**config.mk**
```make
export PLATFORM = sky130hd
export DESIGN_NAME = retrace_fm_detect
export DESIGN_NICKNAME = d
export VERILOG_FILES = /design/src/rtl/retrace_fm_detect.sv
export SDC_FILE = /design/constraint.sdc
export NUM_CORES = 1
export LEC_CHECK = 0
export ABC_AREA = 1
export BUFFER_PORTS_ARGS = -buffer_cell sky130_fd_sc_hd__buf_2
export CAP_MARGIN = 20
export CORE_ASPECT_RATIO = 1.5
export CORE_MARGIN = 1.5
export CORE_UTILIZATION = 51
export DETAILED_ROUTE_END_ITERATION = 8
export PLACE_DENSITY = 0.69
export REMOVE_ABC_BUFFERS = 1
export SYNTH_ARGS = -nofsm -noshare
export SYNTH_HDL_FRONTEND = slang
export SYNTH_SLANG_ARGS = --single-unit
```
**constraint.sdc**
```tcl
create_clock -name clk -period 6.2 [get_ports clk]
set_input_delay 0 -clock clk [delete_from_list [all_inputs] [get_ports clk]]
set_output_delay 0 -clock clk [all_outputs]
set_load 0.02 [all_outputs]
```
**src/rtl/retrace_fm_detect.sv**
```systemverilog
module retrace_fm_detect #(
  parameter int DW           = 8,
  parameter int LINE_W       = 10,
  parameter int OBS_FIRST    = 3,
  parameter int OBS_LINES    = 2,
  parameter int QUIET_FIELDS = 3,
  localparam int QW          = $clog2(QUIET_FIELDS + 1)
) (
  input  logic          clk,
  input  logic          rst_n,
  input  logic [DW-1:0] sample,
  input  logic          hsync,
  input  logic          vsync,
  input  logic [DW-1:0] thresh,
  output logic          fm,
  output logic [7:0]    nd_status
);

  localparam logic [LINE_W-1:0] L_FIRST = LINE_W'(OBS_FIRST);
  localparam logic [LINE_W-1:0] L_LAST  = LINE_W'(OBS_FIRST + OBS_LINES - 1);
  localparam logic [LINE_W-1:0] L_MAX   = '1;
  localparam logic [QW-1:0]     Q_MAX   = QW'(QUIET_FIELDS);

  logic [LINE_W-1:0] line_idx;
  logic [DW-1:0]     prev_s;
  logic              prev_ok;
  logic              hit;
  logic [QW-1:0]     quiet_cnt;

  logic          in_win;
  logic          decide;
  logic [DW-1:0] diff;
  logic          transient;
  logic [QW-1:0] next_q;

  assign in_win    = (line_idx >= L_FIRST) && (line_idx <= L_LAST) && !hsync && !vsync;
  assign decide    = hsync && !vsync && (line_idx == L_LAST);
  assign diff      = (sample >= prev_s) ? (sample - prev_s) : (prev_s - sample);
  assign transient = in_win && prev_ok && (diff > thresh);
  assign next_q    = (quiet_cnt == Q_MAX) ? Q_MAX : quiet_cnt + 1'b1;
  assign nd_status = {fm, 7'd0};

  always_ff @(posedge clk or negedge rst_n) begin
    if (!rst_n) begin
      line_idx <= '0;
    end else if (vsync) begin
      line_idx <= '0;
    end else if (hsync && line_idx != L_MAX) begin
      line_idx <= line_idx + 1'b1;
    end
  end

  always_ff @(posedge clk or negedge rst_n) begin
    if (!rst_n) begin
      prev_s  <= '0;
      prev_ok <= 1'b0;
    end else if (hsync || vsync) begin
      prev_ok <= 1'b0;
    end else if (in_win) begin
      prev_s  <= sample;
      prev_ok <= 1'b1;
    end
  end

  always_ff @(posedge clk or negedge rst_n) begin
    if (!rst_n)              hit <= 1'b0;
    else if (vsync || decide) hit <= 1'b0;
    else if (transient)       hit <= 1'b1;
  end

  always_ff @(posedge clk or negedge rst_n) begin
    if (!rst_n) begin
      quiet_cnt <= '0;
      fm        <= 1'b0;
    end else if (decide) begin
      quiet_cnt <= hit ? '0 : next_q;
      fm        <= !hit && (next_q == Q_MAX);
    end
  end

  p_hit_clears_fm_r4: assert property (@(posedge clk) disable iff (!rst_n)
    decide && hit |=> !fm && quiet_cnt == '0);

  p_fm_needs_quiet_r3: assert property (@(posedge clk) disable iff (!rst_n)
    fm |-> quiet_cnt == Q_MAX);

  p_fm_moves_at_decision_r5: assert property (@(posedge clk) disable iff (!rst_n)
    !$stable(fm) |-> $past(decide));

  p_hit_from_window_r2: assert property (@(posedge clk) disable iff (!rst_n)
    $rose(hit) |-> $past(in_win));

  p_count_holds_r5: assert property (@(posedge clk) disable iff (!rst_n)
    !$stable(quiet_cnt) |-> $past(decide));

endmodule

```
Yosys cells after proc, flatten, opt, wreduce, memory -nomap -nowiden
Cells that the tools add are included.

operators by class
  $add $sub $neg = 4
  multiply operators = 0
  divide/modulo/power cells = 0
  order comparisons = 4
  equal/unequal tests = 4
  shifts and indexed selects = 0
  multiplexer cells = 9
  bitwise logic cells = 1
  reduce and logical (&&, ||, !) cells = 18

operators by type and width
  cell                                                                    number
  10-bit 2-to-1 mux                                                       2
  8-bit subtractor                                                        2
  10-bit by 1-bit adder with 10-bit output, second input constant         1
  10-bit by 3-bit == test with 1-bit output, second input constant        1
  10-bit by 2-bit >= comparator with 1-bit output, second input constant  1
  10-bit by 3-bit <= comparator with 1-bit output, second input constant  1
  10-bit != test, second input constant                                   1
  1-bit logical AND                                                       9
  8-bit >= comparator                                                     1
  8-bit > comparator                                                      1
  8-bit 2-to-1 mux                                                        1
  2-bit nonzero test                                                      3
  2-bit == test, second input constant                                    2
  1-bit 2-to-1 mux                                                        4
  2-bit 2-to-1 mux                                                        2
  1-bit zero test                                                         3
  2-bit by 1-bit adder with 2-bit output, second input constant           1
  1-bit logical OR                                                        2
  2-bit AND reduction                                                     1
  1-bit inverter                                                          1

word-level totals
  bits in registers = 23
  bits in latches = 0
  bits in writable memories = 0
  bits in read-only memories = 0
  input port bits = 20
  output and inout bits = 9
  logic and storage cells = 46
  memories = 0

Longest topological paths before layout
  word-level depth = 8
  mapped depth = 21

Worst setup path after synthesis
Ideal clock, no wire load.

  path kind = flip-flop to flip-flop
  start point = register prev_s[0]
  end point = register hit
  setup time = 126 ps
  arrival time = 2274 ps
  setup slack = 3800 ps
  cell stages (with the launch flop) = 20
  path through = dfrtp_1 -> ha_1 -> inv_1 -> fa_1 -> nand3_1 -> nand3_1 -> nand2_1 -> nand3b_4 -> inv_4 -> nand2_1 -> nand2_1 -> inv_1 -> ha_1 -> nand2_1 -> inv_1 -> nand3_1 -> nor3_1 -> a21oi_1 -> nand2_1 -> o21ai_0

between the ends
  word-level cells in the longest chain between the ends = 5
  elaborated cells on any way between the ends = 7
  those cells by class = 2 x add/sub; 2 x order compare; 1 x mux; 2 x reduce/logical

ends and longest elaborated chain
  what                                                            line  source
  from (decl)                                                     25    logic [DW-1:0] prev_s;
  from (signal assigned)                                          60    prev_s <= sample;
  8-bit subtractor / 8-bit >= comparator (equally long branches)  38    assign diff = (sample >= prev_s) ? (sample - prev_s) : (prev_s - sample);
  8-bit 2-to-1 mux *                                              38
  8-bit > comparator *                                            39    assign transient = in_win && prev_ok && (diff > thresh);
  1-bit logical AND *                                             39
  2-bit nonzero test (no source line) *                           -
  to (signal assigned)                                            66    if (!rst_n) hit <= 1'b0;
  to (signal assigned)                                            67    else if (vsync || decide) hit <= 1'b0;
  to (signal assigned)                                            68    else if (transient) hit <= 1'b1;
  to (decl)                                                       27    logic hit;

Every way passes the cells marked *; elsewhere a longest branch is shown, timed or not.
A chain may end at the register's enable or synchronous reset.

Worst setup path in the final report
Same ends and word-level chain as after synthesis.

==> metrics.csv <==
stage,metric,value,unit
floorplan,io_pins,29,
setup_path,worstSetupEndpointType,flop,
placement,routability_congestion_estimate,0.859,
hold_path,worstHoldPathType,input port to flop,
timing,period_needed,2.57,ns
timing,fin_crit_sh,0.415,
placement,detailedPlace.worstSlack,3.61,ns
yosys,synth.cells.most_frequent,"sky130_fd_sc_hd__nand2_1, sky130_fd_sc_hd__inv_1, sky130_fd_sc_hd__ha_1",
hold_path,hold_end,prev_s[6],
setup_path,critical_path.max_fanout,9,
yosys,yosys_warnings,0,
yosys,synth_cell_types,33,
route,routed-via-count,2107,
finish,fill_cells,451,
hold_path,hold_path.startpoint,sample[6],
timing,final-hold-violation-count,0,
yosys,synth_edf_count,0,
floorplan,initial_utilization,0.530,
route,drt.antenna.violating_nets,0,
yosys,sequential_share_of_the_synthesized_area,0.241,
clock_tree,clock_tree.buffer_depth,2,
timing,worst_pin_slew,0.560,ns
route,post_drt_wl_per_cell,11.7,um
global_route,grt_first_pass_wirelength,8540,um
finish,area_growth,6.81,%
yosys,syn-instance-count,356,
finish,nets,425,
setup_path,worst-endpoint-arrival,2.73,ns
route,drt-pass1-iter-count,5,
global_route,grt_usage,0.216,
clock_tree,post_cts.resized_instances,0,
setup_path,setup.reg_to_reg.worst_slack,3.63,ns
route,routed_wirelength,4970,um
finish,num_antenna_cells,0,
global_route,grt_antenna_before_repair,0,
floorplan,die_w,58.9,um
route,viasPerCell,4.96,
clock_tree,number_of_levels_in_the_clock_h_tree,1,
clock_tree,numClockSinks,23,
timing,totalNegativeSetupSlack,0,ns
setup_path,critPathLaunchType,flop,
finish,final_layout_size_suffix_gt1_frac,0.135,
timing,headroom_to_the_max_slew_limit,0.626,
yosys,postSynthAreaPerCell,6.71,um^2
timing,finalSetupViolCount,0,
setup_path,r2r_cells,19,
setup_path,r2r-end,hit,
clock_tree,cts_tree,yes,
clock_tree,clk_tree_root_cell,sky130_fd_sc_hd__clkbuf_8,
setup_path,critPathRequiredTime,6.36,ns
power,power-per-cell-area,264,nW/um^2
floorplan,die_height,86.8,um
yosys,synth_area_leaders,"sky130_fd_sc_hd__dfrtp_1, sky130_fd_sc_hd__nand2_1, sky130_fd_sc_hd__ha_1, sky130_fd_sc_hd__inv_1, sky130_fd_sc_hd__o21ai_2",
clock_tree,clkLatencyLatePin,0.27,ns
yosys,syn-cell-area,2390,um^2
timing,fin_skew,0.00401,ns
yosys,synth-seq-cells,23,
timing,timing.fmax,388,MHz
finish,regArea,576,um^2
yosys,synth_top_flop_cell,sky130_fd_sc_hd__dfrtp_1,
setup_path,regToRegStartpoint,prev_s[0],
clock_tree,tritoncts_buffers,3,
route,drt_iter0_markers,48,
yosys,post-synth-top-count-cell,sky130_fd_sc_hd__nand2_1,
yosys,fraction_of_synthesized_cell_area_taken_by_the_top_area_cell_type,0.241,
timing,finalMaxSlewViolations,0,
timing,fin_ws,3.63,ns
power,power.static_leakage,0.00146,uW
finish,multi_input_comb_area,1470,um^2
hold_path,whs_path_depth,3,
route,drcViolationCount,0,
global_route,grt_max_degree,24,
power,post-layout-total-power,673,uW
placement,place_hpwl,4140,um
global_route,grt.overflow.total,0,
global_route,first_global_vias,2114,
yosys,netlist.top_cell.by_area,sky130_fd_sc_hd__dfrtp_1,
placement,io_buffers,21,
timing,unrepaired_setup_endpoints_after_global_routing,no,
setup_path,timing_startpoint_of_the_critical_path,prev_s[0],
clock_tree,clk_pin_slew_worst_paths,0.09,ns
job,count_of_maximum_capacitance_violations,0,
floorplan,design.die.area,5110,um^2
outcome,outcome,"finished, final reports clean",
floorplan,placeableCoreArea,4500,um^2
power,max-vdd-ir-drop,0.128,mV
yosys,async_flop_share,1.00,
floorplan,num_rows,30,
setup_path,timing.setup.critical_path_class,flop to flop,
-- kinds of logic after synthesis --
kind of cell / count (synthesis) / share of synthesized area
buf+inv: 86 / 0.155
fa+ha+maj: 27 / 0.148
xor+xnor: 6 / 0.0220
other cells: 1 / 0.00157
flops: 23 / 0.241
simple gates: 175 / 0.322
compound gates: 38 / 0.111
-- stage by stage --
step | util | area [um^2] | instances | hold slack, ns
5_1_grt | 0.566 | 2550 | 425 | 0.0234
6_report | 0.566 | 2550 | 425 | 0.0114
4_1_cts | 0.566 | 2550 | 425 | 0.0138
2_1_floorplan | - | 2320 | 350 | -0.296
3_5_place_dp | 0.552 | 2490 | 419 | 0.0206
3_3_place_gp | 0.552 | 2490 | 419 | 0.0169
-- worst max-delay path, stage by stage, from the launching register on --
cell,delay (ns)
sky130_fd_sc_hd__dfrtp_1,0.38
sky130_fd_sc_hd__ha_1,0.15
sky130_fd_sc_hd__inv_1,0.07
sky130_fd_sc_hd__fa_1,0.42
sky130_fd_sc_hd__nand3_1,0.09
sky130_fd_sc_hd__nand3_1,0.10
sky130_fd_sc_hd__nand2_1,0.12
sky130_fd_sc_hd__nand3b_4,0.14
sky130_fd_sc_hd__inv_4,0.10
sky130_fd_sc_hd__nand2_1,0.05
sky130_fd_sc_hd__nand2_1,0.05
sky130_fd_sc_hd__inv_1,0.04
sky130_fd_sc_hd__ha_1,0.28
sky130_fd_sc_hd__nand2_1,0.05
sky130_fd_sc_hd__inv_1,0.06
sky130_fd_sc_hd__nand3_1,0.06
sky130_fd_sc_hd__nor3_1,0.13
sky130_fd_sc_hd__a21oi_1,0.06
sky130_fd_sc_hd__nand2_1,0.06
sky130_fd_sc_hd__o21ai_0,0.06
-- layer usage --
layer	global-route usage	routed length, um	up-vias
met5	0	0	-
met3	0.0239	88	15
met1	0.220	2060	927
met2	0.431	2680	36
li1	-	-	1129
met4	0.0764	140	0
-- power breakdown --
group | leakage (uW) | internal [uW] | switching [uW]
clock | 0.0000228 | 46.0 | 51.5
combinational | 0.00113 | 155 | 242
sequential | 0.000310 | 166 | 12.8
-- worst max path at each step --
stage	to	slack [ns]	depth (start not counted)
2_1_floorplan	hit	3.80	19
3_3_place_gp	hit	3.66	19
3_5_place_dp	hit	3.61	19
4_1_cts	hit	3.59	19
5_1_grt	hit	3.31	19
6_report	hit	3.63	19
-- repair_timing --
item                                   4_1_cts  5_1_grt
setup buffers                                0        0
endpoints found under the hold margin       24        0
hold buffers                                 2        0
-- cell type report --
type                            count  area share
Inverter                           74       0.110
Sequential cell                    23       0.226
Timing Repair Buffer               23      0.0490
Tap cell                           48      0.0235
Clock buffer                        4      0.0177
Multi-Input combinational cell    253       0.574
-- flip-flops by register name, summed over array words and instances (netlist names) --
| name | flops |
|---|---|
| prev_s | 8 |
| hit | 1 |
| quiet_cnt | 2 |
| fm | 1 |
| line_idx | 10 |
| prev_ok | 1 |
-- cell usage in the layout, fill, tap and decap left out, drive strengths merged, types with 2 or more instances in the layout --
| cell | synthesis | routed |
|---|---|---|
| a21oi | 11 | 11 |
| buf | 11 | 21 |
| clkbuf | 1 | 4 |
| conb | 1 | 7 |
| dfrtp | 23 | 23 |
| dlygate4sd3 | 0 | 2 |
| fa | 2 | 2 |
| ha | 25 | 25 |
| inv | 74 | 74 |
| nand2 | 113 | 113 |
| nand3 | 22 | 22 |
| nand4 | 11 | 11 |
| nor2 | 24 | 24 |
| o21ai | 24 | 24 |
| or2 | 2 | 2 |
| xnor2 | 3 | 3 |
| xor2 | 3 | 3 |
Note: power is estimated with default switching activity, not from simulation.
